`config.mk`:
```
export PLATFORM = sky130hd
export DESIGN_NAME = cnt_fsm_cell
export DESIGN_NICKNAME = d
export VERILOG_FILES = /design/src/rtl/cfc_pkg.sv /design/src/rtl/cfc_tick_gen.sv /design/src/rtl/cfc_in_sync.sv /design/src/rtl/cfc_rst_detect.sv /design/src/rtl/cfc_core.sv /design/src/rtl/cnt_fsm_cell.sv
export SDC_FILE = /design/constraint.sdc
export NUM_CORES = 1
export LEC_CHECK = 0
export BUFFER_PORTS_ARGS = -buffer_cell sky130_fd_sc_hd__buf_2
export CORE_MARGIN = 2
export CORE_UTILIZATION = 40
export CTS_BUF_LIST = sky130_fd_sc_hd__clkbuf_4
export DETAILED_ROUTE_END_ITERATION = 6
export GPL_ROUTABILITY_DRIVEN = 1
export PLACE_DENSITY_LB_ADDON = 0.15
export SYNTH_ARGS = -nofsm -noshare
export SYNTH_HDL_FRONTEND = slang
export SYNTH_HIERARCHICAL = 1
export SYNTH_SLANG_ARGS = --single-unit
```
`constraint.sdc`:
```
create_clock -name clk -period 2.7 [get_ports clk]
set_input_delay 0.27 -clock clk [delete_from_list [all_inputs] [get_ports clk]]
set_output_delay 0.27 -clock clk [all_outputs]
set_load 0.01 [all_outputs]
```
`src/rtl/cfc_pkg.sv`:
```
package cfc_pkg;
  localparam int CLK_SEL_W = 4;

  typedef enum logic [1:0] {
    RM_RISE  = 2'd0,
    RM_FALL  = 2'd1,
    RM_BOTH  = 2'd2,
    RM_LEVEL = 2'd3
  } rst_mode_e;
endpackage

```
`src/rtl/cfc_tick_gen.sv`:
```
module cfc_tick_gen #(
  parameter int DIV_LOG     = 3,
  parameter int DIV0_STAGES = 6,
  parameter int DIV1_STAGES = 3,
  parameter int DIV2_LOG    = 2,
  parameter int SEL_W       = 4
) (
  input  logic             clk,
  input  logic             rst,
  input  logic             osc0_tick,
  input  logic             osc1_tick,
  input  logic             osc2_tick,
  input  logic             ext_clk,
  input  logic [SEL_W-1:0] clk_sel,
  output logic             tick_q
);
  localparam int W0   = DIV_LOG * DIV0_STAGES;
  localparam int W1   = DIV_LOG * DIV1_STAGES;
  localparam int NSRC = (DIV0_STAGES + 1) + (DIV1_STAGES + 1) + 2 + 1;

  logic [W0-1:0]        div0_q;
  logic [W1-1:0]        div1_q;
  logic [DIV2_LOG-1:0]  div2_q;
  logic [DIV0_STAGES:0] t0;
  logic [DIV1_STAGES:0] t1;
  logic [1:0]           t2;
  logic                 ext_m, ext_s, ext_p, ext_rise;
  logic [NSRC-1:0]      all_ticks;
  logic                 sel_tick;

  always_ff @(posedge clk) begin
    if (rst) begin
      div0_q <= '0;
      div1_q <= '0;
      div2_q <= '0;
    end else begin
      if (osc0_tick) div0_q <= div0_q + 1'b1;
      if (osc1_tick) div1_q <= div1_q + 1'b1;
      if (osc2_tick) div2_q <= div2_q + 1'b1;
    end
  end

  assign t0[0] = osc0_tick;
  assign t1[0] = osc1_tick;

  generate
    for (genvar k = 1; k <= DIV0_STAGES; k++) begin : g_div0
      assign t0[k] = osc0_tick & (&div0_q[DIV_LOG*k-1:0]);
    end
    for (genvar k = 1; k <= DIV1_STAGES; k++) begin : g_div1
      assign t1[k] = osc1_tick & (&div1_q[DIV_LOG*k-1:0]);
    end
  endgenerate

  assign t2[0] = osc2_tick;
  assign t2[1] = osc2_tick & (&div2_q);

  always_ff @(posedge clk) begin
    if (rst) begin
      ext_m <= 1'b0;
      ext_s <= 1'b0;
      ext_p <= 1'b0;
    end else begin
      ext_m <= ext_clk;
      ext_s <= ext_m;
      ext_p <= ext_s;
    end
  end

  assign ext_rise  = ext_s & ~ext_p;
  assign all_ticks = {ext_rise, t2, t1, t0};

  always_comb begin
    sel_tick = 1'b0;
    if (int'(clk_sel) < NSRC) sel_tick = all_ticks[clk_sel];
  end

  always_ff @(posedge clk) begin
    if (rst) tick_q <= 1'b0;
    else     tick_q <= sel_tick;
  end
endmodule

```
`src/rtl/cfc_in_sync.sv`:
```
module cfc_in_sync #(
  parameter int W     = 2,
  parameter int DEPTH = 2
) (
  input  logic         clk,
  input  logic         rst,
  input  logic         tick,
  input  logic         bypass,
  input  logic [W-1:0] d,
  output logic [W-1:0] q
);
  logic [W-1:0] stg [DEPTH];

  generate
    for (genvar i = 0; i < DEPTH; i++) begin : g_stage
      always_ff @(posedge clk) begin
        if (rst) begin
          stg[i] <= '0;
        end else if (tick) begin
          if (i == 0) stg[i] <= d;
          else        stg[i] <= stg[(i == 0) ? 0 : i-1];
        end
      end
    end
  endgenerate

  assign q = bypass ? d : stg[DEPTH-1];
endmodule

```
`src/rtl/cfc_rst_detect.sv`:
```
module cfc_rst_detect
  import cfc_pkg::*;
(
  input  logic      clk,
  input  logic      rst,
  input  logic      tick,
  input  logic      rst_in,
  input  rst_mode_e mode,
  output logic      rst_cond
);
  logic last_q;

  always_ff @(posedge clk) begin
    if (rst)       last_q <= 1'b0;
    else if (tick) last_q <= rst_in;
  end

  always_comb begin
    unique case (mode)
      RM_RISE:  rst_cond = rst_in & ~last_q;
      RM_FALL:  rst_cond = ~rst_in & last_q;
      RM_BOTH:  rst_cond = rst_in ^ last_q;
      default:  rst_cond = rst_in;
    endcase
  end
endmodule

```
`src/rtl/cfc_core.sv`:
```
module cfc_core #(
  parameter int               CNT_W       = 8,
  parameter logic [CNT_W-1:0] RELOAD_INIT = 6
) (
  input  logic             clk,
  input  logic             rst,
  input  logic             tick,
  input  logic             rst_cond,
  input  logic             hold_eff,
  input  logic             up_eff,
  input  logic             reg_we,
  input  logic [CNT_W-1:0] reg_wdata,
  output logic [CNT_W-1:0] reload_o,
  output logic [CNT_W-1:0] count_o,
  output logic             zero_o
);
  logic [CNT_W-1:0] reload_q, count_q, count_nxt;
  logic             zero_q;

  always_ff @(posedge clk) begin
    if (rst)                      reload_q <= RELOAD_INIT;
    else if (reg_we && |reg_wdata) reload_q <= reg_wdata;
  end

  always_comb begin
    count_nxt = count_q;
    if (rst_cond)            count_nxt = reload_q;
    else if (!hold_eff) begin
      if (up_eff)            count_nxt = count_q + 1'b1;
      else if (count_q == '0) count_nxt = reload_q;
      else                   count_nxt = count_q - 1'b1;
    end
  end

  always_ff @(posedge clk) begin
    if (rst) begin
      count_q <= RELOAD_INIT;
      zero_q  <= 1'b0;
    end else if (tick) begin
      count_q <= count_nxt;
      zero_q  <= (count_nxt == '0);
    end
  end

  assign reload_o = reload_q;
  assign count_o  = count_q;
  assign zero_o   = zero_q;
endmodule

```
`src/rtl/cnt_fsm_cell.sv`:
```
module cnt_fsm_cell
  import cfc_pkg::*;
#(
  parameter int               CNT_W       = 8,
  parameter logic [CNT_W-1:0] RELOAD_INIT = 6,
  parameter int               SYNC_DEPTH  = 2
) (
  input  logic                 clk,
  input  logic                 rst,
  input  logic                 osc0_tick,
  input  logic                 osc1_tick,
  input  logic                 osc2_tick,
  input  logic                 ext_clk,
  input  logic                 cnt_rst_in,
  input  logic                 dir_up_in,
  input  logic                 hold_in,
  input  logic [CLK_SEL_W-1:0] cfg_clk_sel,
  input  logic [1:0]           cfg_rst_mode,
  input  logic                 cfg_sync_bypass,
  input  logic                 reg_we,
  input  logic [CNT_W-1:0]     reg_wdata,
  output logic                 cnt_out,
  output logic [CNT_W-1:0]     cnt_value
);
  logic             tick_q;
  logic             rst_cond;
  logic             hold_eff, up_eff;
  logic [CNT_W-1:0] reload_val;

  cfc_tick_gen #(.SEL_W(CLK_SEL_W)) u_tick (
    .clk(clk), .rst(rst),
    .osc0_tick(osc0_tick), .osc1_tick(osc1_tick), .osc2_tick(osc2_tick),
    .ext_clk(ext_clk), .clk_sel(cfg_clk_sel), .tick_q(tick_q)
  );

  cfc_in_sync #(.W(2), .DEPTH(SYNC_DEPTH)) u_sync (
    .clk(clk), .rst(rst), .tick(tick_q), .bypass(cfg_sync_bypass),
    .d({hold_in, dir_up_in}), .q({hold_eff, up_eff})
  );

  cfc_rst_detect u_rdet (
    .clk(clk), .rst(rst), .tick(tick_q), .rst_in(cnt_rst_in),
    .mode(rst_mode_e'(cfg_rst_mode)), .rst_cond(rst_cond)
  );

  cfc_core #(.CNT_W(CNT_W), .RELOAD_INIT(RELOAD_INIT)) u_core (
    .clk(clk), .rst(rst), .tick(tick_q), .rst_cond(rst_cond),
    .hold_eff(hold_eff), .up_eff(up_eff),
    .reg_we(reg_we), .reg_wdata(reg_wdata),
    .reload_o(reload_val), .count_o(cnt_value), .zero_o(cnt_out)
  );
endmodule

```
==> results.md <==
* Nets at 439
* Multi-input gate area in the final layout at 0.00185 sq mm
* R2R setup slack at roughly 0.15 ns
* Fmax at approximately 0.39 GHz
* Final slew viol count at 0
* #FFs+latches synth at 55
* VDD IR max at roughly 0.00023 V
* Drt pass-1 iters at 4
* Final setup viols at 0
* Worst Path Required at between 3 and 4 ns
* Cell variety after synth at 65
* Setup repair bufs after CTS at 0
* Crit path launch type: flop
* CP delay by family, top: simple AND/OR/NAND/NOR gates
* Syn Std Cell Area at between 0.003 and 0.004 sq mm
* EDFF count, synth at 4
* Die area at 0.00861 sq mm
* Final Power at 0.00167 W
* CTS tree: done
* Leading cell type in the layout, fill and taps excluded: dfxtp_1
* Pre-CTS WS at about 0.077 ns
* Critical Path Max Stage Delay at between 0.4 and 0.5 ns
* Initial core utilization at between 40% and 50%
* Worst hold path depth at 3
* Fin cells at 505
* Final wirelength at between 7000 and 8000 um
* Vias in the first global route at 2565
* Pleak at between 1 and 1.5 nW
* Met1 Routed Length at ~3500 um
* Placed Cells incl. Taps at between 400 and 500
* Layout cells sized above 1 at 18.1%
* Critical path fanouts, max at 11
* Setup TNS Final at 0 ns
* CORE AREA at between 0.007 and 0.008 sq mm
* Cell repeated most along the worst path: o31ai_1
* RSZ-0062 raised after global routing: false
* Final Hold Viols at 0
* Cells along the critical path: ha_1 -> inv_1 -> mux4_2 -> buf_4 -> or2b_2 -> o31ai_1 -> a22o_4 -> or4b_1 -> o31ai_1
* Hold Crit Class: input pin to flop
* Worst-path clk slew at 0.18 ns
* Reg area at about 0.0011 sq mm
* Area delta synth->final at 11.8%
* Commonest cells after routing, fill and taps aside: dfxtp_1, nor2_1, nand2_1
* First-pass GRT wire length at ~12000 um
* Clock Latency Late Sink at about 0.4 ns
* Highest metal used: met4
* ANT cells at 0
* Reg-to-reg startpoint: u_rdet/last_q
* RePlAce Congestion at about 0.94
* Worst R2R Path Depth at 9
* Rel. slew slack at approximately half
* Hold Path End: u_core/reload_o[5]
* Clock root buffer: clkbuf_4
* GRT Total Usage at between 10% and 20%
* Via density per instance at 5.38
* Critical path capture point type: flop
* Deepest clock path buffer count at 2
* CP bufs+invs at 2
* FF-to-FF End: u_core/zero_o
* Routed wl met3 at about 250 um
* Syn nets at between 400 and 500
* Antenna-violating nets left at 0
* Sequential area share after synthesis at 36.2%
* Drt initial violations at between 100 and 150
* Final HPWL DP at 5200 um
* Period utilisation layout at between 90% and 100%
* Fraction of registers with async set/reset at 0%
* Initial antenna violation count at 0
* H-tree levels at 2
* DIE HEIGHT at 92.8 um
* Synth Flop Type: dfxtp_1
* Total grt overflow at 0
* Via Count at 2719
* CP max stage cell: or4b_1
* Port Buf Inserts at 33
* # fillers at ~800
* TritonCTS Buffers at 5
* Horiz. Die Dim at 92.8 um
* WL met2 at around 3400 um
* Status: complete, no violations
* Largest net degree at the start of global routing at 40
* # clock sinks at 55
* CP arrival at 2.87 ns
* Final worst slack at roughly 0.15 ns
* Critical path class: flop to flop
* Mapped Cells at about 370
* Ports at 34
* DRC at 0
* Least-Margin Pin Slew at 0.736 ns
* PD cells at between 400 and 500 mW/mm^2
* Skew final at approximately 0.026 ns
* Routed len/inst at between 10 and 15 um
* Hold Crit Start: reg_wdata[5]
* Synth warn at 6
* Maxcap violations at 0
* Row cnt at 32
* Tmin final at around 2.6 ns
* Mapped Avg Cell Area at approximately 8.5 sq um
[layer usage]
layer | track usage [%] | vias up
li1 | - | 1371
met1 | 23.9 | 1298
met2 | 29.2 | 42
met3 | 3.17 | 8
met4 | 5.51 | 0
met5 | 0 | -
[Yosys cell counts, drive strengths merged (4+ instances only)]
cell type	instances	area (sq um)
dfxtp	51	1020
nor2	44	165
nand2	40	150
nand3	18	90.1
a21oi	16	80.1
clkbuf	16	91.3
xnor2	15	131
inv	13	48.8
nor3	13	65.1
ha	12	150
mux2i	12	120
xor2	11	96.3
o21ai	9	45.0
nand4	8	56.3
and3	7	43.8
nor4	6	43.8
buf	5	37.5
nor2b	5	31.3
and3b	4	35.0
edfxtp	4	120
nand3b	4	30.0
or3	4	25.0
or4b	4	40.0
[power breakdown]
part / internal, W / total, W / switching (W)
Clock: 0.000200 / 0.000482 / 0.000282
Sequential: 0.000853 / 0.000878 / 0.0000242
Combinational: 0.000135 / 0.000314 / 0.000179
[flip-flops by register name (all words and copies together), names as in the netlist]
signal / flops
u_core/count_o: 8
u_core/reload_o: 8
u_core/zero_o: 1
u_rdet/last_q: 1
u_sync/stg: 4
u_tick/div0_q: 18
u_tick/div1_q: 9
u_tick/div2_q: 2
u_tick/ext_m: 1
u_tick/ext_p: 1
u_tick/ext_s: 1
u_tick/tick_q: 1
[worst min-delay path: stages]
cell     delay [ns]
buf_2          0.10
nand2_1        0.05
a21oi_1        0.05
[stage by stage]
step	hold slack [ns]	utilization [%]	area [sq um]
finish	0.0999	45.8	3520
global placement	0.419	44.5	3420
CTS	0.0824	45.6	3510
global route	0.0798	45.8	3520
detailed placement	0.426	44.5	3420
floorplan	0.342	-	3150
[cell type report]
class	count	share of cell area, %
clock buffers	5	1.06
flip-flops and latches	55	32.4
clock inverters	3	1.35
multi-input cells	280	52.5
inverters	13	1.38
well taps	102	3.62
repair buffers	47	7.67
[worst max path at each step]
stage | slack [ns] | endpoint | startpoint | cells past startpoint
finish | 0.15 | u_core/zero_o | u_rdet/last_q | 9
global route | 0.01 | u_core/zero_o | u_rdet/last_q | 9
CTS | 0.15 | u_core/zero_o | u_rdet/last_q | 9
detailed placement | 0.08 | u_core/zero_o | cnt_rst_in | 11
global placement | 0.15 | u_core/zero_o | cnt_rst_in | 11
floorplan | 0.11 | u_core/zero_o | u_core/count_o[0] | 10
[cells by family after synthesis]
group                    count (synthesis)  synth area share, %
adder cells (fa/ha/maj)                 12                 4.76
XOR/XNOR                                26                 7.23
multiplexers                            16                 5.84
buffers and inverters                   34                 5.64
AO/OA/AOI/OAI                           56                 12.7
AND/OR/NAND/NOR                        170                 27.6
flip-flops                              55                 36.2
[timing repair]
| item | CTS | global route |
|---|---|---|
| setup endpoints to repair | 0 | 1 |
| resized for setup | 0 | 4 |
| hold buffers | 0 | 0 |
(Power assumes the default switching activity.)
